<file path="src/rtl/exe_int_pkg.sv">
package exe_int_pkg;
  typedef enum logic [4:0] {
    OPC_REG   = 5'b00000,
    OPC_ADDI  = 5'b01001,
    OPC_SLTI  = 5'b01010,
    OPC_SLTIU = 5'b01011,
    OPC_ANDI  = 5'b01100,
    OPC_ORI   = 5'b01101,
    OPC_XORI  = 5'b01110,
    OPC_AUI   = 5'b01111
  } opc_e;

  typedef enum logic [5:0] {
    FN_SLL   = 6'b000000,
    FN_SLLV  = 6'b000100,
    FN_SRLV  = 6'b000110,
    FN_ADD   = 6'b100001,
    FN_SUB   = 6'b100011,
    FN_AND   = 6'b100100,
    FN_XOR   = 6'b100110,
    FN_MULH  = 6'b101000,
    FN_MULHU = 6'b101001,
    FN_SLT   = 6'b101010,
    FN_SLTU  = 6'b101011,
    FN_MULL  = 6'b101100
  } fn_e;

  typedef enum logic [3:0] {
    SEL_ADD, SEL_AND, SEL_OR, SEL_XOR, SEL_LTS, SEL_LTU,
    SEL_SHL, SEL_SHR, SEL_MULHS, SEL_MULHU, SEL_MULLO, SEL_ZERO
  } res_sel_e;

  typedef enum logic [1:0] {
    OPB_RT, OPB_SEXT, OPB_ZEXT, OPB_UPPER
  } opb_sel_e;

  typedef struct packed {
    res_sel_e res_sel;
    opb_sel_e opb_sel;
    logic     subtract;
    logic     amt_from_rs;
    logic     illegal;
  } dec_t;
endpackage

</file>
<file path="src/rtl/exe_arith.sv">
module exe_arith #(
  parameter int W = 32
) (
  input  logic [W-1:0] a,
  input  logic [W-1:0] b,
  input  logic         subtract,
  output logic [W-1:0] sum,
  output logic [W-1:0] and_o,
  output logic [W-1:0] or_o,
  output logic [W-1:0] xor_o,
  output logic         lt_s,
  output logic         lt_u
);
  logic [W-1:0] b_eff;

  always_comb begin
    b_eff = subtract ? ~b : b;
    sum   = a + b_eff + {{(W-1){1'b0}}, subtract};
    and_o = a & b;
    or_o  = a | b;
    xor_o = a ^ b;
    lt_s  = $signed(a) < $signed(b);
    lt_u  = a < b;
  end
endmodule

</file>
<file path="src/rtl/exe_shift.sv">
module exe_shift #(
  parameter int W  = 32,
  parameter int AW = $clog2(W)
) (
  input  logic [W-1:0]  val,
  input  logic [AW-1:0] amt,
  output logic [W-1:0]  shl,
  output logic [W-1:0]  shr
);
  always_comb begin
    shl = val << amt;
    shr = val >> amt;
  end
endmodule

</file>
<file path="src/rtl/exe_mul.sv">
module exe_mul #(
  parameter int W = 32
) (
  input  logic [W-1:0] a,
  input  logic [W-1:0] b,
  output logic [W-1:0] hi_s,
  output logic [W-1:0] hi_u,
  output logic [W-1:0] lo
);
  logic [2*W-1:0] prod_u;
  logic [W-1:0]   corr_a;
  logic [W-1:0]   corr_b;

  always_comb begin
    prod_u = {{W{1'b0}}, a} * {{W{1'b0}}, b};
    corr_a = a[W-1] ? b : '0;
    corr_b = b[W-1] ? a : '0;
    hi_u   = prod_u[2*W-1:W];
    lo     = prod_u[W-1:0];
    hi_s   = prod_u[2*W-1:W] - corr_a - corr_b;
  end
endmodule

</file>
<file path="src/rtl/exe_int_unit.sv">
module exe_int_unit #(
  parameter int DATA_W = 32,
  parameter int IMM_W  = 16
) (
  input  logic              clk,
  input  logic              rst_n,
  input  logic              in_valid,
  output logic              in_ready,
  input  logic [4:0]        in_opcode,
  input  logic [5:0]        in_funct,
  input  logic [DATA_W-1:0] in_rs,
  input  logic [DATA_W-1:0] in_rt,
  input  logic [IMM_W-1:0]  in_imm,
  input  logic [$clog2(DATA_W)-1:0] in_shamt,
  output logic              out_valid,
  input  logic              out_ready,
  output logic [DATA_W-1:0] out_result,
  output logic              out_illegal
);
  import exe_int_pkg::*;

  localparam int SH_W = $clog2(DATA_W);
  localparam int UP_S = DATA_W - IMM_W;

  dec_t              dec;
  logic [DATA_W-1:0] opb;
  logic [SH_W-1:0]   amt;
  logic [DATA_W-1:0] sum, and_r, or_r, xor_r, shl, shr, mhs, mhu, mlo;
  logic              lt_s, lt_u;
  logic [DATA_W-1:0] result;

  always_comb begin
    dec = '{res_sel: SEL_ZERO, opb_sel: OPB_RT, subtract: 1'b0,
            amt_from_rs: 1'b0, illegal: 1'b0};
    unique case (in_opcode)
      OPC_REG: begin
        unique case (in_funct)
          FN_ADD:   dec.res_sel = SEL_ADD;
          FN_SUB:   begin dec.res_sel = SEL_ADD; dec.subtract = 1'b1; end
          FN_AND:   dec.res_sel = SEL_AND;
          FN_XOR:   dec.res_sel = SEL_XOR;
          FN_SLT:   dec.res_sel = SEL_LTS;
          FN_SLTU:  dec.res_sel = SEL_LTU;
          FN_SLL:   dec.res_sel = SEL_SHL;
          FN_SLLV:  begin dec.res_sel = SEL_SHL; dec.amt_from_rs = 1'b1; end
          FN_SRLV:  begin dec.res_sel = SEL_SHR; dec.amt_from_rs = 1'b1; end
          FN_MULH:  dec.res_sel = SEL_MULHS;
          FN_MULHU: dec.res_sel = SEL_MULHU;
          FN_MULL:  dec.res_sel = SEL_MULLO;
          default:  dec.illegal = 1'b1;
        endcase
      end
      OPC_ADDI:  begin dec.res_sel = SEL_ADD; dec.opb_sel = OPB_SEXT;  end
      OPC_SLTI:  begin dec.res_sel = SEL_LTS; dec.opb_sel = OPB_SEXT;  end
      OPC_SLTIU: begin dec.res_sel = SEL_LTU; dec.opb_sel = OPB_SEXT;  end
      OPC_ANDI:  begin dec.res_sel = SEL_AND; dec.opb_sel = OPB_ZEXT;  end
      OPC_ORI:   begin dec.res_sel = SEL_OR;  dec.opb_sel = OPB_ZEXT;  end
      OPC_XORI:  begin dec.res_sel = SEL_XOR; dec.opb_sel = OPB_ZEXT;  end
      OPC_AUI:   begin dec.res_sel = SEL_ADD; dec.opb_sel = OPB_UPPER; end
      default:   dec.illegal = 1'b1;
    endcase
  end

  always_comb begin
    unique case (dec.opb_sel)
      OPB_SEXT:  opb = {{UP_S{in_imm[IMM_W-1]}}, in_imm};
      OPB_ZEXT:  opb = {{UP_S{1'b0}}, in_imm};
      OPB_UPPER: opb = {in_imm, {UP_S{1'b0}}};
      default:   opb = in_rt;
    endcase
    amt = dec.amt_from_rs ? in_rs[SH_W-1:0] : in_shamt;
  end

  exe_arith #(.W(DATA_W)) u_arith (
    .a(in_rs), .b(opb), .subtract(dec.subtract), .sum(sum),
    .and_o(and_r), .or_o(or_r), .xor_o(xor_r), .lt_s(lt_s), .lt_u(lt_u)
  );

  exe_shift #(.W(DATA_W), .AW(SH_W)) u_shift (
    .val(in_rt), .amt(amt), .shl(shl), .shr(shr)
  );

  exe_mul #(.W(DATA_W)) u_mul (
    .a(in_rs), .b(in_rt), .hi_s(mhs), .hi_u(mhu), .lo(mlo)
  );

  always_comb begin
    unique case (dec.res_sel)
      SEL_ADD:   result = sum;
      SEL_AND:   result = and_r;
      SEL_OR:    result = or_r;
      SEL_XOR:   result = xor_r;
      SEL_LTS:   result = {{(DATA_W-1){1'b0}}, lt_s};
      SEL_LTU:   result = {{(DATA_W-1){1'b0}}, lt_u};
      SEL_SHL:   result = shl;
      SEL_SHR:   result = shr;
      SEL_MULHS: result = mhs;
      SEL_MULHU: result = mhu;
      SEL_MULLO: result = mlo;
      default:   result = '0;
    endcase
  end

  assign in_ready = !out_valid || out_ready;

  always_ff @(posedge clk) begin
    if (!rst_n) begin
      out_valid   <= 1'b0;
      out_result  <= '0;
      out_illegal <= 1'b0;
    end else if (in_ready) begin
      out_valid <= in_valid;
      if (in_valid) begin
        out_result  <= result;
        out_illegal <= dec.illegal;
      end
    end
  end
endmodule

</file>
<file path="config.mk">
export PLATFORM = sky130hd
export DESIGN_NAME = exe_int_unit
export DESIGN_NICKNAME = d
export VERILOG_FILES = /design/src/rtl/exe_int_pkg.sv /design/src/rtl/exe_arith.sv /design/src/rtl/exe_shift.sv /design/src/rtl/exe_mul.sv /design/src/rtl/exe_int_unit.sv
export SDC_FILE = /design/constraint.sdc
export NUM_CORES = 2
export LEC_CHECK = 0
export ABC_AREA = 1
export BUFFER_PORTS_ARGS = -buffer_cell sky130_fd_sc_hd__buf_2
export CORE_MARGIN = 2
export CORE_UTILIZATION = 60
export CTS_CLUSTER_SIZE = 28
export DETAILED_ROUTE_END_ITERATION = 10
export PLACE_DENSITY = 0.78
export RECOVER_POWER = 50
export SYNTH_ARGS = -nofsm -noshare
export SYNTH_HDL_FRONTEND = slang
export SYNTH_SLANG_ARGS = --single-unit
</file>
<file path="constraint.sdc">
create_clock -name clk -period 11.3 [get_ports clk]
set_input_delay 0.565 -clock clk [delete_from_list [all_inputs] [get_ports clk]]
set_output_delay 0.565 -clock clk [all_outputs]
set_load 0.05 [all_outputs]
</file>
==> metrics.txt <==
run status=complete, but fails checks; violated checks=capacitance limit, slew limit; Non-Filler Instances=roughly 8k; Seq cells post-synth=34; IO Pins=between 100 and 150; Rows=between 100 and 150; Hold Buf Count CTS=0; Post-Syn Instances=about 7.0k; buffers and inverters on the worst path=8; number of fillers in the final layout=roughly 7.2k; Area Growth Syn to Fin=3.863%; Clock Skew=0.007356 ns; CP endpoint kind=flip-flop; Setup violations, final=0; Detail Route Antenna Nets=0; Core Region=about 80000 um^2; CP startpoint kind=input pin; Initial Util=60.25%; worst reg2reg endpoint=out_result[10]$_SDFFE_PN0P_; Root Driver=clkbuf_16; CTS tree=done; TNS Setup=0 ns; Crit path depth=a little over 40; CP required=approximately 11 ns; Net Count, Synth=~8.5k; flop2flop setup slack=about 9.1 ns; Skew-Pair Late Insertion Delay=approximately 0.30 ns; Tightest Pin Transition=between 1.5 and 2 ns; CTS sink count=34; first-pass GRT wire length=293800 um; area of the multi-input gates=39140 um^2; Sequential cell area=680.7 um^2; largest net degree at the start of global routing=between 70 and 80; die area=between 80000 and 90000 um^2; Worst-path clk slew=0.07 ns; worst-case headroom to the max-slew limit=-1.907%; gr usage total=between 40% and 50%; Critical Path Sink=out_result[24]$_SDFFE_PN0P_; Post-synth EDFFs=0; DRT Pass-1 Iters=6; H-tree depth=2; Die Span Y=between 200 and 300 um; nets@finish=around 8.4k; R2R depth=7; gr ovfl total=0; Mean Syn Cell Area=6.891 um^2; critical path class=in2reg; Placed Instances=approximately 8.0k; Max-Cap Viols=1; CTS Buffer Depth=2; Num CTS Buffers=5; Hold Startpoint=out_result[5]$_SDFFE_PN0P_; share of cells above drive strength 1=between 4 and 5%; hpwl dp=between 150000 and 200000 um; Mapped Area=around 48000 um^2; max-slew violations=5; Final Hold Violating Endpoints=0; most frequent cells in the layout=nand2_1 (1929), inv_1 (1862), fa_1 (928); Synth Flop Type=dfxtp_1; max incr delay on CP=0.74 ns; gpl congestion=about 1.1; share of the synthesized area in the top cell type=38.47%; RSZ-0062 raised after global routing=no; leading cell type in the layout, fill and taps excluded=nand2_1; post-synth top area cell=fa_1; fraction of registers with async set/reset=0%; Yosys cell types=a little under 60; Critical Path Start=in_rt[8]; vias in the first global route=around 48k; synth top area cells=fa_1 (38%), nand2_1 (15%), inv_1 (14%); PortBufs=between 100 and 150; 1st-iter DRT viols=between 5k and 6k; fin crit share=a little over nine tenths; via count=between 40k and 50k; FMAX=between 90 and 100 MHz; CP arrival=roughly 11 ns; antenna violations before repair=10; CP most frequent cell=fa_1; final core occ=62.58%; synth warn=0; crit path max-delay cell type=buf_2; family with the most delay on the worst path=adder cells; WL per Instance=24.57 um; Routed WL=around 200000 um; via/cell ratio=between 5 and 6; worst r2r src=out_valid$_SDFFE_PN0N_; CP Max Fanout=33; register area share after synthesis=approximately 1.4%; # DRC=0; min Tclk post-route=between 10 and 15 ns; Hold WC Path Type=reg2reg; width of the chip=287.7 um; Resize count post-CTS=0; postcts setup bufs=0
layout make-up:
class                           count  area share (%)
Multi-Input combinational cell   4744           78.03
Inverter                         1886           14.11
Timing Repair Buffer              271           3.430
Tap cell                         1060           2.644
Sequential cell                    34           1.357
Clock buffer                        5          0.2494
Clock inverter                      3          0.1372
Antenna cell                        8         0.03991
cells in the mapped netlist (29+ instances only):
cell type / instances
nand4_1: 32
inv_1: 1862
buf_2: 38
nand2_1: 1929
nor2_1: 297
nand3_1: 258
fa_1: 928
xor2_1: 64
dfxtp_1: 34
or2_2: 29
a21oi_1: 246
clkbuf_1: 275
o21ai_1: 57
o21ai_0: 179
o211ai_1: 32
ha_1: 421
metal layers:
metal | part of all wire [%] | GRT usage (%) | up-vias
met4 | 8.2 | 31.37 | 6
met5 | 0.021 | 0 | -
met1 | 37 | 62.52 | 22620
li1 | - | - | 20320
met3 | 12 | 11.78 | 787
met2 | 42 | 72.28 | 3158
metrics by stage:
stage                     setup WS (ns)  area (um^2)  hold WS, ns
after floorplan                   2.068        48300       0.6889
after global placement           0.4071        49990       0.4500
after detailed placement         0.3573        49990       0.4557
after CTS                        0.6395        50180       0.4658
after global routing            0.01185        50150       0.4889
final                            0.3366        50160       0.4694
worst min-delay path by stage:
stage,to,cells after the start
after detailed placement,out_result[5]$_SDFFE_PN0P_,2
after floorplan,out_result[6]$_SDFFE_PN0P_,2
after global routing,out_result[29]$_SDFFE_PN0P_,2
final,out_result[5]$_SDFFE_PN0P_,2
after global placement,out_result[29]$_SDFFE_PN0P_,2
after CTS,out_result[5]$_SDFFE_PN0P_,2
cells by family after synthesis:
group | share of synthesized area, %
xor gates and xnor gates | 1.596
DFF | 1.409
and+or+nand+nor | 22.19
adders and majority gates | 49.37
buffers and inverters | 17.60
AOI/OAI and AO/OA | 7.808
muxes | 0.02073
worst register-to-register path: cells and delay by family (launching register included):
kind	cells	cell delay (ns)
AND/OR/NAND/NOR	2	0.16
buffers and inverters	3	1.11
AO/OA/AOI/OAI	2	0.41
flip-flops	1	0.34
state kept, by name, summed over array words and instances (netlist names):
signal and cells:
out_illegal 1, out_valid 1, out_result 32
Power is left out: the tool's default activity adds up to more than one toggle a clock period on the data nets, which glitch-free logic cannot reach.
